`config.mk`:
```
export PLATFORM = sky130hd
export DESIGN_NAME = cart_bank_mapper
export DESIGN_NICKNAME = d
export VERILOG_FILES = /design/src/rtl/mapper_pkg.sv /design/src/rtl/map_regs.sv /design/src/rtl/prg_map.sv /design/src/rtl/chr_map.sv /design/src/rtl/cart_bank_mapper.sv
export SDC_FILE = /design/constraint.sdc
export NUM_CORES = 1
export LEC_CHECK = 0
export ABC_AREA = 1
export BUFFER_PORTS_ARGS = -buffer_cell sky130_fd_sc_hd__buf_2
export CAP_MARGIN = 30
export CORE_MARGIN = 4
export CORE_UTILIZATION = 45
export CTS_CLUSTER_SIZE = 14
export DETAILED_ROUTE_END_ITERATION = 10
export MAX_ROUTING_LAYER = met4
export SLEW_MARGIN = 20
export SYNTH_ARGS = -nofsm -noshare
export SYNTH_HDL_FRONTEND = slang
export SYNTH_SLANG_ARGS = --single-unit
```
`constraint.sdc`:
```
create_clock -name clk -period 2.6 [get_ports clk]
set_input_delay 0.13 -clock clk [delete_from_list [all_inputs] [get_ports clk]]
set_output_delay 0.13 -clock clk [all_outputs]
set_load 0.01 [all_outputs]
```
`src/rtl/mapper_pkg.sv`:
```
package mapper_pkg;
  // Banking style register layout (bit positions are behavioural)
  typedef struct packed {
    logic       ram_en;   // [7]
    logic       spare;    // [6]
    logic       a10_ctl;  // [5]
    logic       nt_rom;   // [4]
    logic [1:0] mirr;     // [3:2]
    logic [1:0] mode;     // [1:0]
  } style_t;

  localparam int unsigned NUM_CHR = 8;
  localparam int unsigned SLOT_W  = 2;

  typedef enum logic [3:0] {
    PG_PRG16 = 4'h8,
    PG_STYLE = 4'hB,
    PG_PRG8  = 4'hC,
    PG_CHR_LO = 4'hD,
    PG_CHR_HI = 4'hE
  } page_e;
endpackage

```
`src/rtl/map_regs.sv`:
```
module map_regs
  import mapper_pkg::*;
#(
  parameter bit SWAP_A01 = 1'b0,
  parameter int PRG16_W  = 4,
  parameter int PRG8_W   = 5,
  parameter int CHR_W    = 8
) (
  input  logic                            clk,
  input  logic                            rst_n,
  input  logic [15:0]                     cpu_addr,
  input  logic [7:0]                      cpu_data,
  input  logic                            cpu_wr,
  output logic [PRG16_W-1:0]              prg16_q,
  output logic [PRG8_W-1:0]               prg8_q,
  output style_t                          style_q,
  output logic [NUM_CHR-1:0][CHR_W-1:0]   chr_q
);
  localparam int HALF = NUM_CHR / 2;

  logic [3:0]        page;
  logic [SLOT_W-1:0] slot;
  logic              unused_addr;

  assign page = cpu_addr[15:12];
  generate
    if (SWAP_A01) begin : g_swap
      assign slot = {cpu_addr[0], cpu_addr[1]};
    end else begin : g_straight
      assign slot = cpu_addr[1:0];
    end
  endgenerate
  assign unused_addr = ^cpu_addr[11:2];

  always_ff @(posedge clk or negedge rst_n) begin
    if (!rst_n) begin
      prg16_q <= '0;
      prg8_q  <= '0;
      style_q <= '0;
    end else if (cpu_wr) begin
      if (page == PG_PRG16) prg16_q <= cpu_data[PRG16_W-1:0];
      if (page == PG_PRG8)  prg8_q  <= cpu_data[PRG8_W-1:0];
      if (page == PG_STYLE && slot == 2'd3) style_q <= style_t'(cpu_data);
    end
  end

  generate
    for (genvar i = 0; i < NUM_CHR; i++) begin : g_chr
      localparam logic [3:0]        PG = (i < HALF) ? PG_CHR_LO : PG_CHR_HI;
      localparam logic [SLOT_W-1:0] SL = SLOT_W'(i % HALF);
      always_ff @(posedge clk or negedge rst_n) begin
        if (!rst_n)                               chr_q[i] <= '0;
        else if (cpu_wr && page == PG && slot == SL) chr_q[i] <= cpu_data[CHR_W-1:0];
      end
    end
  endgenerate

  // nothing moves without a strobe
  p_hold_r13: assert property (@(posedge clk) disable iff (!rst_n)
    !cpu_wr |=> ($stable(chr_q) && $stable(style_q) && $stable(prg16_q) && $stable(prg8_q)));
  // slot 3 of page B is swap-invariant and loads the style
  p_style_load_r13: assert property (@(posedge clk) disable iff (!rst_n)
    (cpu_wr && cpu_addr[15:12] == 4'hB && cpu_addr[1:0] == 2'b11) |=> (style_q == $past(cpu_data)));
  // low address lines never pick a different register
  p_page8_r2: assert property (@(posedge clk) disable iff (!rst_n)
    (cpu_wr && cpu_addr[15:12] == 4'h8) |=> (prg16_q == $past(cpu_data[PRG16_W-1:0])));
endmodule

```
`src/rtl/prg_map.sv`:
```
module prg_map #(
  parameter int PRG16_W    = 4,
  parameter int PRG8_W     = 5,
  parameter int PRG_BANK_W = 6
) (
  input  logic                  clk,
  input  logic                  rst_n,
  input  logic [15:0]           cpu_addr,
  input  logic [PRG16_W-1:0]    prg16_q,
  input  logic [PRG8_W-1:0]     prg8_q,
  input  logic                  ram_en_bit,
  output logic [PRG_BANK_W-1:0] prg_bank,
  output logic                  prg_ram_en
);
  logic unused_low;
  assign unused_low = ^cpu_addr[12:0];

  always_comb begin
    prg_bank = '0;
    unique case (cpu_addr[15:13])
      3'b100, 3'b101: prg_bank[PRG16_W:0] = {prg16_q, cpu_addr[13]};
      3'b110:         prg_bank[PRG8_W-1:0] = prg8_q;
      3'b111:         prg_bank = '1;
      default:        prg_bank = '0;
    endcase
  end

  assign prg_ram_en = ram_en_bit && (cpu_addr[15:13] == 3'b011);

  p_fixed_top_r4: assert property (@(posedge clk) disable iff (!rst_n)
    (cpu_addr[15:13] == 3'b111) |-> (prg_bank == {PRG_BANK_W{1'b1}}));
  p_ram_window_r5: assert property (@(posedge clk) disable iff (!rst_n)
    prg_ram_en |-> (cpu_addr >= 16'h6000 && cpu_addr < 16'h8000));
endmodule

```
`src/rtl/chr_map.sv`:
```
module chr_map
  import mapper_pkg::*;
#(
  parameter int CHR_W = 8
) (
  input  logic                          clk,
  input  logic                          rst_n,
  input  logic [13:0]                   ppu_addr,
  input  style_t                        style_q,
  input  logic [NUM_CHR-1:0][CHR_W-1:0] chr_q,
  output logic [CHR_W-1:0]              chr_bank,
  output logic                          nt_rom_sel
);
  logic [2:0] mode;
  logic [2:0] pw;
  logic [1:0] q;
  logic       is_nt;
  logic [2:0] sel;
  logic       two_kb;
  logic       unused_bits;

  assign mode  = {style_q.mirr[0], style_q.mode};
  assign pw    = ppu_addr[12:10];
  assign q     = ppu_addr[11:10];
  assign is_nt = ppu_addr[13];
  assign unused_bits = ^{ppu_addr[9:0], style_q.spare, style_q.ram_en};

  // window -> register lookup
  always_comb begin
    sel    = pw;
    two_kb = 1'b0;
    if (!is_nt) begin
      unique case (mode)
        3'd0, 3'd4: begin sel = pw; two_kb = 1'b0; end
        3'd1, 3'd5: begin sel = {1'b0, pw[2:1]}; two_kb = 1'b1; end
        default: begin
          if (!pw[2]) begin sel = pw; two_kb = 1'b0; end
          else begin sel = {2'b10, pw[1]}; two_kb = 1'b1; end
        end
      endcase
    end else begin
      unique case (mode)
        3'd1, 3'd5:       sel = {1'b1, q};
        3'd0, 3'd6, 3'd7: sel = {2'b11, q[1]};
        default:          sel = {2'b11, q[0]};
      endcase
    end
  end

  // bit 0 override
  always_comb begin
    chr_bank = chr_q[sel];
    if (style_q.a10_ctl) begin
      if (!is_nt) begin
        if (two_kb) chr_bank[0] = ppu_addr[10];
      end else begin
        unique case ({style_q.mirr, style_q.mode})
          4'd0, 4'd7:   chr_bank[0] = ppu_addr[10];
          4'd3, 4'd4:   chr_bank[0] = ppu_addr[11];
          4'd8, 4'd15:  chr_bank[0] = 1'b0;
          4'd11, 4'd12: chr_bank[0] = 1'b1;
          default:      chr_bank[0] = chr_q[sel][0];
        endcase
      end
    end
  end

  assign nt_rom_sel = style_q.nt_rom && is_nt;

  p_nt_ground_r12: assert property (@(posedge clk) disable iff (!rst_n)
    (is_nt && style_q.a10_ctl && (style_q[3:0] == 4'd8 || style_q[3:0] == 4'd15)) |-> !chr_bank[0]);
  p_nt_vcc_r12: assert property (@(posedge clk) disable iff (!rst_n)
    (is_nt && style_q.a10_ctl && (style_q[3:0] == 4'd11 || style_q[3:0] == 4'd12)) |-> chr_bank[0]);
  p_nt_source_r6: assert property (@(posedge clk) disable iff (!rst_n)
    nt_rom_sel |-> ppu_addr[13]);
  p_low_half_r9: assert property (@(posedge clk) disable iff (!rst_n)
    (!is_nt && !pw[2] && (style_q[1:0] != 2'd1)) |-> (chr_bank == chr_q[pw]));
endmodule

```
`src/rtl/cart_bank_mapper.sv`:
```
module cart_bank_mapper
  import mapper_pkg::*;
#(
  parameter bit SWAP_A01   = 1'b0,
  parameter int PRG16_W    = 4,
  parameter int PRG8_W     = 5,
  parameter int PRG_BANK_W = 6,
  parameter int CHR_W      = 8
) (
  input  logic                  clk,
  input  logic                  rst_n,
  input  logic [15:0]           cpu_addr,
  input  logic [7:0]            cpu_data,
  input  logic                  cpu_wr,
  input  logic [13:0]           ppu_addr,
  output logic [PRG_BANK_W-1:0] prg_bank,
  output logic                  prg_ram_en,
  output logic [CHR_W-1:0]      chr_bank,
  output logic                  nt_rom_sel
);
  logic [PRG16_W-1:0]            prg16_q;
  logic [PRG8_W-1:0]             prg8_q;
  style_t                        style_q;
  logic [NUM_CHR-1:0][CHR_W-1:0] chr_q;

  map_regs #(.SWAP_A01(SWAP_A01), .PRG16_W(PRG16_W), .PRG8_W(PRG8_W), .CHR_W(CHR_W)) u_regs (
    .clk(clk), .rst_n(rst_n), .cpu_addr(cpu_addr), .cpu_data(cpu_data), .cpu_wr(cpu_wr),
    .prg16_q(prg16_q), .prg8_q(prg8_q), .style_q(style_q), .chr_q(chr_q)
  );

  prg_map #(.PRG16_W(PRG16_W), .PRG8_W(PRG8_W), .PRG_BANK_W(PRG_BANK_W)) u_prg (
    .clk(clk), .rst_n(rst_n), .cpu_addr(cpu_addr), .prg16_q(prg16_q), .prg8_q(prg8_q),
    .ram_en_bit(style_q.ram_en), .prg_bank(prg_bank), .prg_ram_en(prg_ram_en)
  );

  chr_map #(.CHR_W(CHR_W)) u_chr (
    .clk(clk), .rst_n(rst_n), .ppu_addr(ppu_addr), .style_q(style_q), .chr_q(chr_q),
    .chr_bank(chr_bank), .nt_rom_sel(nt_rom_sel)
  );
endmodule

```
Yosys cells after proc, flatten, opt, wreduce, memory -nomap -nowiden
Cells that the tools add are included.

operators by class
  eq/ne operators = 25
  reduce and logical (&&, ||, !) cells = 27
  $lt $le $gt $ge = 1
  mux-type cells = 15

operators with widths
  kind                                                 count
  equality test 4 bit, second input constant           9
  binary-select mux 8 bit (select 3 bit)               1
  equality test 3 bit, second input constant           8
  case mux 5 bit (3 select lines)                      1
  OR reduction 2 bit                                   7
  logical AND 1 bit                                    13
  equality test 4 x 3 -> 1 bit, second input constant  2
  2-to-1 mux 8 bit                                     1
  2-to-1 mux 1 bit                                     6
  2-to-1 mux 3 bit                                     2
  case mux 3 bit (2 select lines)                      1
  AND reduction 2 bit                                  3
  equality test 2 bit, second input constant           2
  equality test 4 x 2 -> 1 bit, second input constant  1
  zero test 4 bit                                      1
  < comparator 3 x 4 -> 1 bit, second input constant   1
  case mux 1 bit (4 select lines)                      1
  case mux 2 bit (2 select lines)                      1
  equality test 3 x 1 -> 1 bit, second input constant  1
  equality test 3 x 2 -> 1 bit, second input constant  1
  zero test 3 bit                                      1
  OR reduction 3 bit                                   1
  equality test 2 x 1 -> 1 bit, second input constant  1
  zero test 2 bit                                      1
  case mux 1 bit (2 select lines)                      1

storage, ports and cells
  word-level logic and storage cells = 83
  bits of input ports = 41
  output and inout port bits = 16
  register bits after elaboration = 80

Logic depth before layout (Yosys ltp)
Gate-level depths: netlist of run 1.

  depth after elaboration = 9
  gate-level depth with buffers = 12
  depth with buffers taken out = 11

By module
A second synthesis of run 1 with hierarchy kept.

second synthesis, totals
  cell total of the unflattened synthesis = 599
  area total of the unflattened synthesis = 4406.7 um^2

modules (own cells, without submodules)
  module    instances  seq. area each (um^2)  cells an instance  area an instance (um^2)
  map_regs  1          2026.9                 372                3259.4
  chr_map   1          0.0                    205                1014.7
  prg_map   1          0.0                    22                 132.6

Least setup slack after synthesis of run 1
Ideal clock, no wire load.

  path type = reg2out
  from = register u_regs.style_q[1] (netlist name)
  to = output port chr_bank[6]
  path slack = 1.047 ns
  data arrival time = 1.423 ns
  required time = 2.470 ns
  cell stages (with the launch flop) = 11
  buffers on the path = 1
  cell sequence = dfrtp_1 nor2_2 inv_1 o21ai_2 nand3_4 buf_2 a21oi_1 o21ai_1 nand2_1 nand2_1 nand2_1

between the ends
  longest elaborated chain between the ends = 6
  elaborated cells between the ends (all ways) = 14
  classes of those cells = eq/ne: 5; mux: 5; reduce/logical: 4

RTL lines
  what                                                                                line                          text
  equality test 3 bit (tied with other cells)                                         chr_map.sv:42                 unique case (mode)
  OR reduction 3 bit (tied with other cells)                                          chr_map.sv:42
  case mux 2 bit (2 select lines) or case mux 3 bit (2 select lines) (tied branches)  chr_map.sv:42, chr_map.sv:33
  2-to-1 mux 3 bit *                                                                  chr_map.sv:32                 if (!is_nt) begin
  binary-select mux 8 bit (select 3 bit) *                                            chr_map.sv:52                 chr_bank = chr_q[sel];
  2-to-1 mux 8 bit *                                                                  -
  to (decl)                                                                           cart_bank_mapper.sv:18        output logic [CHR_W-1:0] chr_bank,

Mark *: on every way between the ends. The rest lies on a longest branch, timed or not. The select of a mux whose other input is x is not followed.

Worst setup path in the final report of run 1
  from = register u_regs.style_q[1] (netlist name)
  to = output port chr_bank[3]

between the ends
  longest elaborated chain between the ends = 6
  elaborated cells between the ends (all ways) = 14
  classes of those cells = eq/ne: 5; mux: 5; reduce/logical: 4

RTL lines
  what                                                                                line
  equality test 3 bit (tied with other cells)                                         chr_map.sv:42
  OR reduction 3 bit (tied with other cells)                                          chr_map.sv:42
  case mux 2 bit (2 select lines) or case mux 3 bit (2 select lines) (tied branches)  chr_map.sv:42, chr_map.sv:33
  2-to-1 mux 3 bit *                                                                  chr_map.sv:32
  binary-select mux 8 bit (select 3 bit) *                                            chr_map.sv:52
  2-to-1 mux 8 bit *                                                                  -

Marks and branches as above.

==> flow_summary_export.csv, run 1 <==
group,metric,value,unit
synth,syn_avg_cell_area,8.211,um^2
flow_run,max-cap-violations,0,
floorplanning,rows,34,
clocking,cts_tree,"yes",
clocking,post_cts_buffers,0,
timing,skew,0,ns
pwr,pwr-share-seq,45.5,%
pwr,ir_drop,0.0002694,V
hold_path,whs_endpoint,"u_regs.chr_q[46]$_DFFE_PN0P_",
floorplanning,ios,57,
floorplanning,die-width,103.6,um
place,hpwlAfterDp,6246,um
critical_path,r2r-start,"u_regs.style_q[1]$_DFFE_PN0P_",
critical_path,end_kind,"primary output",
timing,rsz0062_at_grt,"false",
finish,diodes,0,
synth,yosysSeqAreaShare,48.66,%
synth,synth_mux_area_share,0,%
timing,hold_violations,0,
pwr,netSwitchingFraction,30.34,%
hold_path,hp-class,"in -> reg",
pwr,clkPwrFrac,32.2,%
critical_path,reg2reg_to,"u_regs.style_q[1]$_DFFE_PN0P_",
pwr,internal-power,2.314,mW
critical_path,crit_path_max_incr_delay,0.45,ns
clocking,h-tree-depth,3,
timing,holdWs,0.1956,ns
critical_path,rrSetupSlack,1.85,ns
timing,timing_max_transition_violations_final,0,
place,portBuffers,36,
timing,finalSetupTns,0,ns
finish,final_area,4599,um^2
hold_path,hold_path_depth,3,
place,placement.cell_area,4324,um^2
clocking,cts_made_buffers,9,
pwr,p_comb_share,22.3,%
critical_path,cp_common_cell,"nand2_1",
floorplanning,die_h,103.6,um
finish,most-common-layout-cells,"nand2_1, dfrtp_1, inv_1",
route,drt-initial-drc-count,196,
critical_path,cp.arrival,2.26,ns
synth,synth_fa_ha_area_share,0,%
global_route,track_usage,18.85,%
route,routedWlPerCell,14.77,um
clocking,clock_path_buffers,2,
route,vias_per_cell,5.140,
critical_path,worstPathBufferInverterCount,2,
route,vias,3305,
finish,layout-area-overhead-vs-synth,11.80,%
global_route,gr-total-overflow,0,
hold_path,holdCritStartpoint,"cpu_data[6]",
synth,syn_inst,501,
synth,synthSimpleGateAreaFrac,20.89,%
synth,synth_xor_area_share,0,%
floorplanning,die_area,10740,um^2
synth,synth_compound_area_share,21.11,%
pwr,p_leak,2.280,nW
floorplanning,initial_core_util,46.72,%
critical_path,slowest_stage,"dfrtp_2",
critical_path,critPathTopFamily,"simple AND/OR/NAND/NOR gates",
synth,ys_warn_count,0,
timing,slew_headroom,60.16,%
pwr,power,3.321,mW
synth,ys_seq_elements,80,
timing,fin_crit,2.392,ns
critical_path,critPathRequiredTime,2.47,ns
critical_path,worst-path-stages,13,
critical_path,worst-path-max-fanout,45,
finish,drive_gt1_share,20.37,%
route,drtPass1Iterations,5,
global_route,antenna_found_initial,0,
clocking,cts_root_buffer,"clkbuf_8",
critical_path,worst_r2r_path_depth,2,
global_route,grt_pass1_vias,3027,
route,drc_errors,0,
place,gp_congestion,0.8204,
clocking,clock_latency,0.35,ns
timing,fin_crit_sh,92.01,%
outcome,status,"finished, final reports clean",
synth,netlist_area,4114,um^2
route,wl,9496,um
synth,synth_nets,542,
timing,fmax,418.0,MHz
timing,worst_pin_slew,0.5961,ns
critical_path,crit_chain,"nor2_2 > nand2_1 > nand2_1 > nand2_1 > nand3_4 > nand2_8 > buf_16 > a21oi_1 > o21ai_1 > nand2_1 > nand2_1 > nand2_1 > buf_2",
clocking,clock-sinks,80,
route,antenna_left,0,
pwr,netSwitchingPower,1.008,mW
floorplanning,coreArea,8806,um^2
finish,final_common_cell,"nand2_1",
timing,setup_viol,0,
synth,synth_top_family_by_area,"compound AO/OA/AOI/OAI gates",
global_route,grt_pass1_wl,15730,um
critical_path,path_class,"reg -> out",
pwr,power.density,722.2,nW/um^2
synth,synthDistinctLibCells,27,
critical_path,worst_setup_path_start_kind,"flip-flop",
global_route,grt_max_degree,46,
finish,finalNetCount,571,
clocking,clk_pin_slew_worst_paths,0.08,ns
-- Yosys cell counts --
library cell / n / area, um^2
o21ai_1: 30 / 150.1
nand2_1: 143 / 536.8
buf_4: 1 / 7.510
nand3_4: 2 / 35.03
a21oi_2: 1 / 8.760
nor3_4: 1 / 16.27
inv_2: 3 / 11.26
buf_6: 9 / 101.4
nand3b_1: 2 / 15.01
nand2_2: 2 / 12.51
a21boi_0: 1 / 7.510
nand3_2: 1 / 10.01
nor2_1: 11 / 41.29
dfrtp_1: 80 / 2002
inv_1: 56 / 210.2
o21ai_2: 33 / 289.0
nand2_4: 5 / 56.30
nand3_1: 19 / 95.09
o211ai_1: 1 / 7.510
nor3_1: 1 / 5.000
nor2_2: 3 / 18.77
clkbuf_1: 9 / 33.78
buf_2: 4 / 20.02
nand4_1: 1 / 6.260
a21oi_1: 28 / 140.1
o21ai_0: 53 / 265.3
nor2_4: 1 / 11.26
-- metal layers --
layer	global-route usage [%]	vias up	wire, um	share of wire, %
met4	4.274	0	93	0.98
met2	29.39	65	4455	47
met1	25.83	1547	4626	49
met5	-	-	0	0
li1	-	1683	-	-
met3	3.545	10	321	3.4
-- stage by stage --
| stage | util, % | cells | setup WS [ns] |
|---|---|---|---|
| after floorplan | - | 501 | 1.047 |
| after global routing | 52.23 | 643 | 0.02828 |
| after global placement | 48.88 | 625 | 0.5488 |
| final | 52.23 | 643 | 0.2078 |
| after CTS | 51.95 | 643 | 0.1397 |
| after detailed placement | 49.10 | 626 | 0.5317 |
-- power by group through the flow --
| stage | sequential, mW | combinational [mW] | clock [mW] |
|---|---|---|---|
| final | 1.51 | 0.739 | 1.07 |
| after global routing | 1.53 | 0.847 | 1.15 |
| after CTS | 1.51 | 0.731 | 1.09 |
| after detailed placement | 1.53 | 0.725 | 0 |
| after global placement | 1.53 | 0.708 | 0 |
| after floorplan | 1.51 | 0.544 | 0 |
-- what timing repair did --
action | CTS | global route
hold endpoints to repair | 38 | 0
endpoints found under the setup margin | 0 | 3
hold buffers | 1 | 0
resized for setup | 0 | 4
-- kinds of logic after synthesis --
| family | count (synthesis) |
|---|---|
| AND/OR/NAND/NOR | 192 |
| buffers and inverters | 82 |
| flip-flops | 80 |
| AO/OA/AOI/OAI | 147 |
-- registers in the layout, indices dropped and copies added, names as in the netlist --
register and flops:
u_regs.chr_q 64, u_regs.prg16_q 4, u_regs.style_q 7, u_regs.prg8_q 5
-- worst max-delay path by stage --
stage | start | to | slack [ns]
3_3_place_gp | u_regs.style_q[1]$_DFFE_PN0P_ | chr_bank[3] | 0.55
5_1_grt | u_regs.style_q[0]$_DFFE_PN0P_ | chr_bank[3] | 0.03
2_1_floorplan | u_regs.style_q[1]$_DFFE_PN0P_ | chr_bank[6] | 1.05
6_report | u_regs.style_q[1]$_DFFE_PN0P_ | chr_bank[3] | 0.21
4_1_cts | u_regs.style_q[1]$_DFFE_PN0P_ | chr_bank[2] | 0.14
3_5_place_dp | u_regs.style_q[1]$_DFFE_PN0P_ | chr_bank[3] | 0.53
-- worst min-delay path: stages --
cell	delay, ns
buf_2	0.07
inv_1	0.14
o21ai_2	0.16
-- cell type report --
cell class / count / area (um^2)
Clock buffer: 12 / 165.2
Clock inverter: 4 / 75.07
Fill cell: 862 / 4207
Inverter: 59 / 221.5
Multi-Input combinational cell: 339 / 1744
Sequential cell: 80 / 2003
Tap cell: 108 / 135.1
Timing Repair Buffer: 41 / 255.2
(Power assumes the default switching activity.)
==> run 2: changes to the inputs <==
--- a/config.mk
+++ b/config.mk
@@ -13,6 +13,7 @@
 export CTS_CLUSTER_SIZE = 14
 export DETAILED_ROUTE_END_ITERATION = 10
 export MAX_ROUTING_LAYER = met4
+export RECOVER_POWER = 25
 export SLEW_MARGIN = 20
 export SYNTH_ARGS = -nofsm -noshare
 export SYNTH_HDL_FRONTEND = slang
==> flow_summary_export.csv, run 2 (synthesis results as in run 1) <==
group,metric,value,unit
outcome,status,"finished, final reports clean",
finish,final_common_cell,"nand2_1",
place,placement.cell_area,4324,um^2
finish,stdcell_count,643,
timing,finalSetupTns,0,ns
finish,layout-area-overhead-vs-synth,11.44,%
critical_path,cp.arrival,2.25,ns
place,gp_congestion,0.8204,
timing,skew,0,ns
hold_path,hold_path_depth,3,
route,vias,3300,
timing,fin_crit_sh,91.72,%
global_route,grt_max_degree,46,
hold_path,hp-class,"in -> reg",
place,dp.cells,626,
finish,reg_top3,"u_regs.chr_q x64, u_regs.style_q x7, u_regs.prg8_q x5",
floorplanning,coreArea,8806,um^2
critical_path,reg2reg_to,"u_regs.style_q[1]$_DFFE_PN0P_",
global_route,gr-total-overflow,0,
clocking,clock_latency,0.35,ns
timing,slew_headroom,33.07,%
pwr,power.density,723.9,nW/um^2
critical_path,end_kind,"primary output",
finish,largest_register_ffs,64,
timing,holdWs,0.1944,ns
route,drt-initial-drc-count,203,
clocking,cts_made_buffers,9,
clocking,cts_root_buffer,"clkbuf_8",
critical_path,worst_setup_path_start_kind,"flip-flop",
critical_path,path_class,"reg -> out",
finish,utilization,52.06,%
pwr,ir_drop,0.0002699,V
critical_path,critPathRequiredTime,2.47,ns
timing,fmax,419.3,MHz
place,portBuffers,36,
route,drc_errors,0,
global_route,grt_pass1_vias,3027,
floorplanning,initial_core_util,46.72,%
timing,setup_viol,0,
timing,fin_crit,2.385,ns
timing,hold_violations,0,
global_route,grt_pass1_wl,15730,um
critical_path,rrSetupSlack,1.85,ns
route,wl,9497,um
place,hpwlAfterDp,6246,um
pwr,p_leak,2.272,nW
route,routedWlPerCell,14.77,um
timing,worst_pin_slew,1.004,ns
floorplanning,ios,57,
route,antenna_left,0,
timing,timing_max_transition_violations_final,0,
global_route,track_usage,18.85,%
floorplanning,die_h,103.6,um
finish,finalNetCount,571,
finish,regMostFlops,"u_regs.chr_q",
clocking,clock_path_buffers,2,
critical_path,worst-path-max-fanout,45,
hold_path,holdCritStartpoint,"cpu_data[6]",
floorplanning,die-width,103.6,um
clocking,clock-sinks,80,
floorplanning,rows,34,
critical_path,worst_r2r_path_depth,2,
finish,drive_gt1_share,19.63,%
floorplanning,die_area,10740,um^2
critical_path,r2r-start,"u_regs.style_q[1]$_DFFE_PN0P_",
clocking,clk_pin_slew_worst_paths,0.08,ns
route,vias_per_cell,5.132,
clocking,cts_tree,"yes",
timing,rsz0062_at_grt,"false",
flow_run,max-cap-violations,0,
global_route,antenna_found_initial,0,
route,drtPass1Iterations,5,
finish,final_area,4584,um^2
clocking,h-tree-depth,3,
hold_path,whs_endpoint,"u_regs.chr_q[46]$_DFFE_PN0P_",
finish,most-common-layout-cells,"nand2_1, dfrtp_1, inv_1",
finish,diodes,0,
==> run 2: cell types whose count changed in the layout (fill, tap and decap cells not counted), sizes merged <==
cell	previous run	this run
clkbuf	12	15
buf	40	37
==> run 2: what timing repair did <==
action / CTS / global route
hold endpoints to repair: 38 / 0
setup buffers: 0 / 0
setup endpoints to repair: 0 / 3
hold buffers: 1 / 0
resized for setup: 0 / 4
==> run 2: power by group <==
part	switching, mW	total, mW	internal (mW)
Clock	0.450	1.07	0.620
Combinational	0.459	0.737	0.278
Sequential	0.0978	1.51	1.41
==> run 2: layer usage <==
| metal | routed length, um | up-vias | global-route usage [%] |
|---|---|---|---|
| met5 | 0 | - | - |
| met4 | 87 | 0 | 4.274 |
| met3 | 347 | 8 | 3.545 |
| met2 | 4491 | 58 | 29.39 |
| met1 | 4571 | 1551 | 25.83 |
| li1 | - | 1683 | - |
==> run 2: per-stage QoR <==
step                      setup slack, ns  power (mW)
after CTS                          0.1397       3.329
after floorplan                     1.047       2.053
final                              0.2153       3.319
after global placement             0.5488       2.237
after detailed placement           0.5317       2.259
after global routing              0.02828       3.528
==> run 2: final cells by class <==
cell class,count,area (um^2)
inverter,59,221.5
clock buffer,12,165.2
fill,864,4222
multi-input combinational,339,1734
sequential,80,2003
clock inverter,4,75.07
tap,108,135.1
timing repair buffer,41,250.2
==> run 2: how the worst max path moves through the flow <==
stage,from,slack (ns),to,cells past startpoint
final,u_regs.style_q[1]$_DFFE_PN0P_,0.22,chr_bank[3],13
after global routing,u_regs.style_q[0]$_DFFE_PN0P_,0.03,chr_bank[3],13
after CTS,u_regs.style_q[1]$_DFFE_PN0P_,0.14,chr_bank[2],12
after detailed placement,u_regs.style_q[1]$_DFFE_PN0P_,0.53,chr_bank[3],12
after global placement,u_regs.style_q[1]$_DFFE_PN0P_,0.55,chr_bank[3],12
after floorplan,u_regs.style_q[1]$_DFFE_PN0P_,1.05,chr_bank[6],10
==> run 2: worst max-delay path, cell delays in order (launching register included) <==
cell	delay (ns)
dfrtp_2	0.45
nor2_2	0.12
nand2_1	0.09
nand2_1	0.07
nand2_1	0.08
nand3_4	0.12
nand2_8	0.12
buf_16	0.20
a21oi_1	0.14
o21ai_1	0.08
nand2_1	0.10
nand2_1	0.06
nand2_1	0.12
buf_2	0.15
